File: src/rtl/vdis_pkg.sv
package vdis_pkg;

  typedef enum logic [1:0] {
    ST_IDLE = 2'd0,
    ST_PEND = 2'd1,
    ST_RUN  = 2'd2,
    ST_DONE = 2'd3
  } dis_state_t;

  // one step of a counter that sticks at lim
  function automatic int unsigned sat_step(int unsigned v, int unsigned lim);
    return (v >= lim) ? lim : v + 1;
  endfunction

  // budget has run out once elapsed ticks reach it, or the count is pinned
  function automatic logic budget_spent(int unsigned e, int unsigned budget, int unsigned lim);
    return (e >= budget) || (e >= lim);
  endfunction

endpackage

File: src/rtl/vdis_sync.sv
module vdis_sync #(
  parameter int STAGES = 2
) (
  input  logic clk,
  input  logic rst_n,
  input  logic d,
  output logic q
);
  logic [STAGES-1:0] chain;

  always_ff @(posedge clk or negedge rst_n) begin
    if (!rst_n) chain <= '0;
    else        chain <= {chain[STAGES-2:0], d};
  end

  assign q = chain[STAGES-1];
endmodule

File: src/rtl/vdis_qualify.sv
module vdis_qualify #(
  parameter int QUAL_N = 2,
  localparam int QW = $clog2(QUAL_N + 1)
) (
  input  logic clk,
  input  logic rst_n,
  input  logic restart,
  input  logic en,
  input  logic tick,
  input  logic low_s,
  output logic hit
);
  logic [QW-1:0] run_cnt;
  localparam logic [QW-1:0] CNT_TOP = QW'(QUAL_N);
  localparam logic [QW-1:0] CNT_PRE = QW'(QUAL_N - 1);

  always_ff @(posedge clk or negedge rst_n) begin
    if (!rst_n)                run_cnt <= '0;
    else if (restart)          run_cnt <= '0;
    else if (en && tick) begin
      if (!low_s)              run_cnt <= '0;
      else if (run_cnt < CNT_TOP) run_cnt <= run_cnt + 1'b1;
    end
  end

  assign hit = en && tick && low_s && (run_cnt >= CNT_PRE);

  // a qualifying tick is never the first safe reading after an unsafe one
  assert_qual_needs_run_R4: assert property (@(posedge clk) disable iff (!rst_n)
    (en && tick && !low_s) |=> (run_cnt == '0));
endmodule

File: src/rtl/vdis_timer.sv
module vdis_timer #(
  parameter int TIME_W = 10
) (
  input  logic              clk,
  input  logic              rst_n,
  input  logic              restart,
  input  logic              en,
  input  logic              tick,
  output logic [TIME_W-1:0] elapsed,
  output logic [TIME_W-1:0] elapsed_nx
);
  import vdis_pkg::*;
  localparam int unsigned TMAX = (1 << TIME_W) - 1;

  assign elapsed_nx = TIME_W'(sat_step(int'(elapsed), TMAX));

  always_ff @(posedge clk or negedge rst_n) begin
    if (!rst_n)          elapsed <= '0;
    else if (restart)    elapsed <= '0;
    else if (en && tick) elapsed <= elapsed_nx;
  end

  assert_no_overflow_R3: assert property (@(posedge clk) disable iff (!rst_n)
    (!restart && elapsed == TIME_W'(TMAX)) |=> (elapsed == TIME_W'(TMAX)));

  assert_no_rewind_R7: assert property (@(posedge clk) disable iff (!rst_n)
    !restart |=> (elapsed >= $past(elapsed)));
endmodule

File: src/rtl/vbus_dis_sup.sv
module vbus_dis_sup #(
  parameter int TIME_W = 10,
  parameter int QUAL_N = 2,
  parameter int SYNC_STAGES = 2
) (
  input  logic              clk,
  input  logic              rst_n,
  input  logic              clr,
  input  logic              src_detach_evt,
  input  logic              src_present,
  input  logic              fault_short,
  input  logic              fault_ovp,
  input  logic              fault_therm,
  input  logic              ms_tick,
  input  logic              rail_safe_raw,
  input  logic [TIME_W-1:0] budget_ms,
  output logic              dis_en,
  output logic              res_valid,
  output logic              gate_pass,
  output logic              slow_block,
  output logic [TIME_W-1:0] t_meas
);
  import vdis_pkg::*;
  localparam int unsigned TMAX = (1 << TIME_W) - 1;
  localparam logic [TIME_W-1:0] TMAX_V = TIME_W'(TMAX);

  dis_state_t state, state_n;
  logic fault_any, rail_low_s, hit, start_run, start_ok, running;
  logic ev_pass, ev_fail, ev_abort;
  logic [TIME_W-1:0] elapsed, elapsed_nx;

  assign fault_any = fault_short | fault_ovp | fault_therm;
  assign running   = (state == ST_RUN);

  vdis_sync #(.STAGES(SYNC_STAGES)) u_sync (
    .clk(clk), .rst_n(rst_n), .d(rail_safe_raw), .q(rail_low_s)
  );

  vdis_qualify #(.QUAL_N(QUAL_N)) u_qual (
    .clk(clk), .rst_n(rst_n), .restart(start_run), .en(running),
    .tick(ms_tick), .low_s(rail_low_s), .hit(hit)
  );

  vdis_timer #(.TIME_W(TIME_W)) u_timer (
    .clk(clk), .rst_n(rst_n), .restart(start_run), .en(running),
    .tick(ms_tick), .elapsed(elapsed), .elapsed_nx(elapsed_nx)
  );

  assign start_ok = src_detach_evt && !src_present &&
                    ((state == ST_IDLE) || (state == ST_DONE && !slow_block));
  assign start_run = (state == ST_PEND) && !src_present && !fault_any && !clr;
  assign ev_abort  = ((state == ST_PEND) || running) && src_present && !clr;
  assign ev_pass   = running && !src_present && !clr && hit;
  assign ev_fail   = running && !src_present && !clr && ms_tick && !hit &&
                     budget_spent(int'(elapsed_nx), int'(budget_ms), TMAX);

  always_comb begin
    state_n = state;
    if (clr) state_n = ST_IDLE;
    else begin
      unique case (state)
        ST_IDLE, ST_DONE: if (start_ok) state_n = ST_PEND;
        ST_PEND: begin
          if (ev_abort)       state_n = ST_IDLE;
          else if (start_run) state_n = ST_RUN;
        end
        ST_RUN: begin
          if (ev_abort)                state_n = ST_IDLE;
          else if (ev_pass || ev_fail) state_n = ST_DONE;
        end
        default: state_n = ST_IDLE;
      endcase
    end
  end

  always_ff @(posedge clk or negedge rst_n) begin
    if (!rst_n) begin
      state      <= ST_IDLE;
      dis_en     <= 1'b0;
      res_valid  <= 1'b0;
      gate_pass  <= 1'b0;
      slow_block <= 1'b0;
      t_meas     <= '0;
    end else begin
      state  <= state_n;
      dis_en <= (state_n == ST_RUN) && !fault_any && !src_present;
      if (clr) begin
        res_valid  <= 1'b0;
        gate_pass  <= 1'b0;
        slow_block <= 1'b0;
        t_meas     <= '0;
      end else if (start_ok) begin
        res_valid <= 1'b0;
        gate_pass <= 1'b0;
        t_meas    <= '0;
      end else if (ev_pass) begin
        res_valid <= 1'b1;
        gate_pass <= 1'b1;
        t_meas    <= elapsed_nx;
      end else if (ev_fail) begin
        res_valid  <= 1'b1;
        gate_pass  <= 1'b0;
        slow_block <= 1'b1;
        t_meas     <= TMAX_V;
      end
    end
  end

  assert_no_src_R1: assert property (@(posedge clk) disable iff (!rst_n)
    dis_en |-> $past(!src_present));

  assert_fault_hold_R2: assert property (@(posedge clk) disable iff (!rst_n)
    $past(fault_any) |-> !dis_en);

  assert_pass_in_budget_R5: assert property (@(posedge clk) disable iff (!rst_n)
    ev_pass |=> (gate_pass && res_valid && !dis_en && t_meas <= $past(budget_ms)));

  assert_pass_on_safe_R4: assert property (@(posedge clk) disable iff (!rst_n)
    ev_pass |-> rail_low_s);

  assert_slow_flag_R6: assert property (@(posedge clk) disable iff (!rst_n)
    slow_block |-> (res_valid && !gate_pass && t_meas == TMAX_V));

  assert_block_holds_R8: assert property (@(posedge clk) disable iff (!rst_n)
    (slow_block && !clr) |=> (slow_block && !dis_en));

  assert_clear_R10: assert property (@(posedge clk) disable iff (!rst_n)
    clr |=> (!res_valid && !gate_pass && !slow_block && t_meas == '0 && !dis_en));
endmodule

File: config.mk
export PLATFORM = sky130hd
export DESIGN_NAME = vbus_dis_sup
export DESIGN_NICKNAME = d
export VERILOG_FILES = /design/src/rtl/vdis_pkg.sv /design/src/rtl/vdis_sync.sv /design/src/rtl/vdis_qualify.sv /design/src/rtl/vdis_timer.sv /design/src/rtl/vbus_dis_sup.sv
export SDC_FILE = /design/constraint.sdc
export NUM_CORES = 1
export LEC_CHECK = 0
export BUFFER_PORTS_ARGS = -buffer_cell sky130_fd_sc_hd__buf_4
export CAP_MARGIN = 20
export CORE_MARGIN = 5
export CORE_UTILIZATION = 60
export DETAILED_ROUTE_END_ITERATION = 8
export HOLD_SLACK_MARGIN = 0.15
export PLACE_DENSITY = 0.85
export SLEW_MARGIN = 20
export SYNTH_ARGS = -nofsm -noshare
export SYNTH_HDL_FRONTEND = slang
export SYNTH_SLANG_ARGS = --single-unit
File: constraint.sdc
create_clock -name clk -period 8.1 [get_ports clk]
set_clock_uncertainty 0.2 [all_clocks]
set_input_delay 0.81 -clock clk [delete_from_list [all_inputs] [get_ports clk]]
set_output_delay 0.81 -clock clk [all_outputs]
set_load 0.05 [all_outputs]
==> flow_metrics.tcl, run 1 <==
set metrics [dict create \
    drv_cap 0 \
    yosysWarnings 0 \
    regArea_um2 751 \
    cts_max_path_buffers 2 \
    fillCellCount 253 \
    htree_levels 2 \
    status "finished clean" \
    drive_above_1_share_pct 25.1 \
    die_height_um 67.1 \
    final.setup.tns_ns 0 \
    gr-usage-all-layers_pct 22.1 \
    required_ns 8.13 \
    dpl_cell_area_mm2 0.00221 \
    clock_latency_ns 0.34 \
    p_leak_nw 1.15 \
    crit_type "reg2reg" \
    path_clk_slew_ns 0.10 \
    r2r_slack_ns 4.64 \
    r2r_cells 11 \
    worst-path-stages 11 \
    syn_to_final_growth_pct 16.1 \
    fmax_ghz 0.289 \
    path_cells "ha_1, nand2_1, or3_1, and2_1, ha_1, nor2_1, a21oi_1, o41ai_1, a21oi_1, o21a_4, o311a_1" \
    vias 1673 \
    critPathLaunchType "flip-flop" \
    min_period_ns 3.46 \
    portBuffers 33 \
    crit_family "compound AO/OA/AOI/OAI gates" \
    postRouteAntennaNets 0 \
    die_w_um 67.1 \
    initial_core_util_pct 63.5 \
    ys_seq_elements 30 \
    drt-pass1-iter-count 4 \
    drc 0 \
    fp.coreArea_mm2 0.00308 \
    hold_class "reg2reg" \
    worst_slew_pin_slew_ns 0.878 \
    holdWs_ns 0.158 \
    fin_area_mm2 0.00227 \
    arrival_ns 3.48 \
    syn_area_per_cell_um2 9.27 \
    grt_pass1_vias 1577 \
    cts_sinks 30 \
    setup_viol 0 \
    grt_pass1_wl_um 7450 \
    yosysTopAreaCell "dfrtp_1" \
    root_buffer "clkbuf_4" \
    cts_made_buffers 5 \
    worst_path_max_delay_cell "or3_1" \
    hold_depth 0 \
    instances_no_fill 287 \
    ios 34 \
    yosysUniqueCellTypes 49 \
    nets 278 \
    synth_top_area_share_pct 38.4 \
    synth_async_sr_flop_share_pct 100 \
    fp.dieArea_mm2 0.00450 \
    cts_resized 0 \
    worstPathMaxFanout 14 \
    diodes 0 \
    netlist_area_mm2 0.00196 \
    wirelength_um 4390 \
    post_cts.repair.setup_buffers 0 \
    routed_via_density 5.83 \
    max_stage_delay_ns 0.50 \
    drv_slew 0 \
    gp_congestion 0.955 \
    dp.cells 279 \
    netlist_instances 211 \
    finalCritPeriodShare_pct 42.7 \
    multi_input_area_mm2 0.00107 \
    synth_area_leaders "dfrtp_1 (38%), ha_1 (10%), o221a_2 (5.8%)" \
    endpoint_kind "flip-flop" \
    synth_fp_nets 247 \
    maxSlewHeadroom_pct 41.3 \
    irDropWorstVdd_mv 0.137 \
    cts_hold_buf 0 \
    rows 20 \
    wl_per_cell_um 15.3 \
    post-dp-hpwl_um 3360 \
    power.total_uw 289 \
    synth-edff-count 0 \
    p_per_area_mw_per_mm2 127 \
    path_buf_inv 0 \
    antenna_found_initial 0 \
    grt-ovfl-total 0 \
    cts_tree "done" \
    ys_top_cells_by_count "dfrtp_1 (30), nand2_1 (22), inv_1 (21)" \
    synthFlopType "dfrtp_1" \
    rsz0062_at_grt "false" \
    hold_violations 0 \
    grt_max_degree 31 \
    drt_iter0_drc 136 \
    synth-seq-area-share_pct 38.4 \
    yosysMostFrequentCell "dfrtp_1" \
]
## cell families (layout without fill, tap and decap cells)
logic type,Yosys count,in the layout,synth area share [%]
compound gates,52,52,21.3
xor+xnor,5,5,2.24
fa+ha+maj,16,16,10.2
buf+inv,30,62,6.72
flops,30,30,38.4
mux,3,3,1.92
simple gates,75,75,19.2
## final timing paths
path	from	endpoint
max in group asynchronous	rst_n	u_timer.elapsed[5]
worst max register to register	u_timer.elapsed[0]	state[1]
worst min register to register	u_sync.chain[0]	u_sync.chain[1]
worst max-delay path	u_timer.elapsed[0]	state[1]
worst min-delay path	u_sync.chain[0]	u_sync.chain[1]
min in group asynchronous	rst_n	t_meas[0]
## metal layers
layer  vias to the layer above  share of wire, %  global-route usage [%]
li1                        816                 -                       -
met1                       813                46                    29.6
met2                        37                48                    34.6
met3                         7               4.6                    6.41
met4                         0               1.1                    5.82
met5                         -                 0                       0
## stage by stage
| stage | setup slack [ns] | util, % |
|---|---|---|
| after floorplan | 4.86 | - |
| after CTS | 4.66 | 73.7 |
| final | 4.64 | 73.7 |
| after detailed placement | 4.70 | 71.7 |
| after global routing | 4.37 | 73.7 |
| after global placement | 4.75 | 71.7 |
## sequential cells by signal (all words and copies together), names as in the netlist
signal	cells
dis_en	1
gate_pass	1
res_valid	1
slow_block	1
state	2
t_meas	10
u_qual.run_cnt	2
u_sync.chain	2
u_timer.elapsed	10
## cell usage in the layout (no fill, tap or decap), types with 5 or more instances in the layout
cell      instances
a21oi_1          14
buf_4            33
clkbuf_4          5
dfrtp_1          30
ha_1             16
inv_1            21
nand2_1          22
nand2b_1          7
nand3_1           6
nor2_1           16
nor3_1            8
o21ai_0           8
o221a_2          10
## power breakdown
| group | internal [mW] | switching, mW |
|---|---|---|
| sequential | 0.152 | 0.00353 |
| clock | 0.0416 | 0.0530 |
| combinational | 0.0159 | 0.0234 |
## final cells by class
class	count	area share, %
timing repair buffer	33	10.9
sequential	30	33.1
tap	44	2.43
inverter	21	3.47
multi-input combinational	151	47.3
clock inverter	2	0.551
clock buffer	6	2.26
Note: power is estimated with default switching activity, not from simulation.
==> run 2: changes to the inputs <==
CORE_UTILIZATION = 56   (was 60)
PLACE_DENSITY = 0.8   (was 0.85)
clock period = 3.2 ns   (was 8.1 ns; I/O delays follow)
==> run 2 against run 1 <==
Cell area is 7.1% higher. Clock power grew to 2.6 times the previous value. Routed wire length is 14% higher. Setup slack worse by 4.5 ns. Die area is 6.1% higher. Hold slack worse by 0.0014 ns. Combinational power grew to 2.7 times the previous value. Sequential power grew to 2.5 times the previous value. Critical path type unchanged. Critical endpoint unchanged.
==> flow_metrics.tcl, run 2 (synthesis results as in run 1) <==
set metrics [dict create \
    post-dp-hpwl_um 3640 \
    path_clk_slew_ns 0.11 \
    cts_made_buffers 5 \
    power.share.clock_pct 33.0 \
    final.setup.tns_ns 0 \
    vias 1763 \
    gp_congestion 0.928 \
    r2r_slack_ns 0.11 \
    drive_above_1_share_pct 29.9 \
    drt-pass1-iter-count 4 \
    ios 34 \
    drt_iter0_drc 164 \
    critPathLaunchType "flip-flop" \
    maxSlewHeadroom_pct 49.3 \
    root_buffer "clkbuf_4" \
    cts_max_path_buffers 2 \
    rows 21 \
    hold_violations 0 \
    seq_power_share_pct 52.5 \
    required_ns 3.23 \
    grt-ovfl-total 0 \
    layout.cells.most_common_list "buf_4 (47), dfrtp_1 (30), nand2_1 (22), inv_1 (21)" \
    gr-usage-all-layers_pct 20.6 \
    hold_class "reg2reg" \
    fmax_ghz 0.323 \
    htree_levels 2 \
    die_height_um 69.1 \
    cts_sinks 30 \
    crit_family "compound AO/OA/AOI/OAI gates" \
    holdWs_ns 0.156 \
    rsz0062_at_grt "false" \
    path_buf_inv 1 \
    endpoint_kind "flip-flop" \
    arrival_ns 3.13 \
    fp.dieArea_mm2 0.00477 \
    fin_area_mm2 0.00243 \
    fillCellCount 285 \
    p_sw_share_pct 28.5 \
    worst_path_max_delay_cell "dfrtp_1" \
    portBuffers 33 \
    drv_cap 0 \
    wirelength_um 4990 \
    p_leak_nw 1.25 \
    worstPathMaxFanout 7 \
    worst_slew_pin_slew_ns 0.760 \
    postRouteAntennaNets 0 \
    die_w_um 69.1 \
    reg_top3 "t_meas (10), u_timer.elapsed (10)" \
    initial_core_util_pct 58.1 \
    clock_latency_ns 0.34 \
    dp.cells 294 \
    grt_pass1_vias 1738 \
    finalCritPeriodShare_pct 96.7 \
    setup_viol 0 \
    cts_tree "done" \
    routed_via_density 5.74 \
    grt_pass1_wl_um 8050 \
    wl_per_cell_um 16.3 \
    layout_commonest_cell "buf_4" \
    dpl_cell_area_mm2 0.00231 \
    diodes 0 \
    nets 296 \
    max_stage_delay_ns 0.43 \
    min_period_ns 3.09 \
    antenna_found_initial 0 \
    irDropWorstVdd_mv 0.238 \
    p_int_uw 535 \
    fp.coreArea_mm2 0.00336 \
    p_comb_share_pct 14.4 \
    p_per_area_mw_per_mm2 308 \
    grt_max_degree 31 \
    drc 0 \
    syn_to_final_growth_pct 24.2 \
    instances_no_fill 307 \
    p_sw_uw 213 \
    status "finished clean" \
    path_cells "nand4_2, buf_4, nor2_1, and3_1, mux2_2, ha_1, a2111oi_1, a21oi_2, o21a_4, o311a_1" \
    drv_slew 0 \
    crit_type "reg2reg" \
    power.total_uw 748 \
]
==> run 2: final timing paths <==
kind	to	startpoint	depth (start not counted)
setup / recovery	state[1]	u_timer.elapsed[5]	10
hold / removal	u_sync.chain[1]	u_sync.chain[0]	0
setup reg to reg	state[1]	u_timer.elapsed[5]	10
hold reg to reg	u_sync.chain[1]	u_sync.chain[0]	0
max in group asynchronous	t_meas[9]	rst_n	2
min in group asynchronous	u_timer.elapsed[4]	rst_n	2
==> run 2: per-layer routing <==
layer | global-route usage, % | up-vias | share of wire [%]
met3 | 4.65 | 7 | 6.0
met5 | 0 | - | 0
met4 | 6.29 | 0 | 1.2
met2 | 33.6 | 53 | 49
li1 | - | 852 | -
met1 | 27.2 | 851 | 43
==> run 2: area by class of cell <==
type / count / area (um2) / area share, %
multi-input combinational: 152 / 1100 / 45.3
sequential: 30 / 751 / 30.9
timing repair buffer: 50 / 383 / 15.8
inverter: 21 / 78.8 / 3.24
tap: 46 / 57.6 / 2.37
clock buffer: 7 / 55.1 / 2.27
clock inverter: 1 / 5.00 / 0.206
==> run 2: power groups by stage <==
stage	Sequential (mW)	Combinational [mW]	Clock [mW]
2_1_floorplan	0.399	0.0586	0
5_1_grt	0.394	0.118	0.265
6_report	0.393	0.108	0.247
4_1_cts	0.393	0.105	0.251
3_5_place_dp	0.400	0.102	0
3_3_place_gp	0.400	0.0975	0
==> run 2: worst reg2reg max path: stages (launching register included) <==
cell and delay [ns]:
dfrtp_1 0.43, nand4_2 0.13, buf_4 0.16, nor2_1 0.14, and3_1 0.18, mux2_2 0.35
ha_1 0.20, a2111oi_1 0.43, a21oi_2 0.16, o21a_4 0.27, o311a_1 0.33
==> run 2: repair_timing <==
| action | in CTS | in global routing |
|---|---|---|
| endpoints found under the setup margin | 0 | 13 |
| resized for setup | 0 | 4 |
| setup buffers | 0 | 1 |
| endpoints found under the hold margin | 34 | 0 |
| hold buffers | 3 | 0 |
==> run 2: through the flow <==
step,utilization [%],setup WS (ns)
after global placement,68.6,0.108
final,72.2,0.106
after CTS,71.2,0.0313
after detailed placement,68.6,0.0479
after global routing,72.2,0.0109
after floorplan,-,0.0284
==> run 3: changes to the inputs <==
RECOVER_POWER = 50   (was not set)
==> run 3 against run 2 <==
Largest cell class unchanged. Routed wire length decreased by 0.10%. Highest routed layer unchanged. Setup slack worse by 0.0022 ns. Sequential power barely moved. Clock power hardly changed. Global-route usage unchanged. Register-to-register slack about the same. First-iteration DRC count unchanged. Sequential share of layout area grew 0.29 points. Via count fell by 0.11%. Hold slack is essentially flat. Cell count stayed put. The flow now finishes with violations (capacitance limit, slew limit).
==> flow_metrics.tcl, run 3 (synthesis results as in run 1) <==
set metrics [dict create \
    status "finished, violations left" \
    violations "capacitance limit, slew limit" \
    drc 0 \
    fp.dieArea_mm2 0.00477 \
    clock_latency_ns 0.34 \
    r2r_cells 10 \
    root_buffer "clkbuf_4" \
    cts_max_path_buffers 2 \
    grt_pass1_vias 1738 \
    syn_to_final_growth_pct 23.1 \
    wirelength_um 4990 \
    holdPathEnd "u_sync.chain[1]" \
    min_period_ns 3.10 \
    wl_per_cell_um 16.3 \
    critPathLaunchType "flip-flop" \
    antenna_found_initial 0 \
    layout.cells.most_common_list "buf_4 (40), dfrtp_1 (30), nand2_1 (22), inv_1 (21)" \
    path_clk_slew_ns 0.11 \
    hold_depth 0 \
    grt-ovfl-total 0 \
    ios 34 \
    hold_class "reg2reg" \
    finalCritPeriodShare_pct 96.8 \
    utilization_pct 71.6 \
    rsz0062_at_grt "false" \
    irDropWorstVdd_mv 0.238 \
    worst_path_max_delay_cell "dfrtp_1" \
    reg_top3 "t_meas (10), u_timer.elapsed (10)" \
    postRouteAntennaNets 0 \
    endpoint_kind "flip-flop" \
    vias 1761 \
    drv_slew 31 \
    min_from "u_sync.chain[0]" \
    r2r-start "u_timer.elapsed[5]" \
    initial_core_util_pct 58.1 \
    gr-usage-all-layers_pct 20.6 \
    setup_viol 0 \
    cts_sinks 30 \
    gp_congestion 0.928 \
    drive_above_1_share_pct 27.6 \
    required_ns 3.23 \
    arrival_ns 3.13 \
    die_w_um 69.1 \
    dp.cells 294 \
    fp.coreArea_mm2 0.00336 \
    rows 21 \
    crit_type "reg2reg" \
    maxSlewHeadroom_pct -9.92 \
    fmax_ghz 0.323 \
    drv_cap 1 \
    p_per_area_mw_per_mm2 310 \
    instances_no_fill 307 \
    die_height_um 69.1 \
    nets 296 \
    path_cells "nand4_2, buf_4, nor2_1, and3_1, mux2_2, ha_1, a2111oi_1, a21oi_2, o21a_4, o311a_1" \
    grt_pass1_wl_um 8050 \
    worst_slew_pin_slew_ns 1.65 \
    layout_commonest_cell "buf_4" \
    p_leak_nw 1.23 \
    final.setup.tns_ns 0 \
    drt_iter0_drc 164 \
    cts_made_buffers 5 \
    max_stage_delay_ns 0.43 \
    crit_family "compound AO/OA/AOI/OAI gates" \
    post-dp-hpwl_um 3640 \
    path_buf_inv 1 \
    r2r_slack_ns 0.10 \
    cts_tree "done" \
    worstPathMaxFanout 7 \
    drt-pass1-iter-count 4 \
    portBuffers 33 \
    hold_violations 0 \
    grt_max_degree 31 \
    diodes 0 \
    routed_via_density 5.74 \
    r2r_end "state[1]" \
    htree_levels 2 \
]
-- run 3: metrics by stage --
stage / worst slack [ns] / hold slack (ns) / power [mW] / cell area (um2)
floorplan: 0.0284 / -0.176 / 0.458 / 1960
global placement: 0.108 / 0.0692 / 0.498 / 2310
detailed placement: 0.0479 / 0.0732 / 0.502 / 2310
CTS: 0.0313 / 0.156 / 0.749 / 2400
global route: 0.0109 / 0.159 / 0.775 / 2410
finish: 0.104 / 0.156 / 0.747 / 2410
-- run 3: where the power goes --
group	switching [mW]	leakage, nW	internal (mW)
Sequential	0.00840	0.414	0.384
Clock	0.140	0.0353	0.106
Combinational	0.0643	0.778	0.0432
-- run 3: area by class of cell --
class	count	area [um2]
inverter	21	78.8
clock inverter	1	5.00
fill	293	956
multi-input combinational	152	1100
clock buffer	7	55.1
sequential	30	751
tap	46	57.6
timing repair buffer	50	360
-- run 3: worst max path at each step --
stage | start | end | slack (ns) | cells after the start
floorplan | u_timer.elapsed[0] | t_meas[2] | 0.03 | 14
global placement | u_timer.elapsed[0] | state[1] | 0.11 | 11
detailed placement | u_timer.elapsed[0] | state[1] | 0.05 | 11
CTS | u_timer.elapsed[0] | state[1] | 0.03 | 11
global route | u_timer.elapsed[5] | state[1] | 0.01 | 10
finish | u_timer.elapsed[5] | state[1] | 0.10 | 10
-- run 3: per-layer routing --
metal  vias to the layer above  routed length (um)  GRT usage [%]
li1                        851                   -              -
met1                       850                2160           27.2
met2                        53                2470           33.6
met3                         7                 290           4.65
met4                         0                  61           6.29
met5                         -                   0              0
-- run 3: timing repair --
action                     in CTS  in global routing
setup endpoints to repair       0                 13
hold endpoints to repair       34                  0
setup buffers                   0                  1
hold buffers                    3                  0
gates resized for setup         0                  4
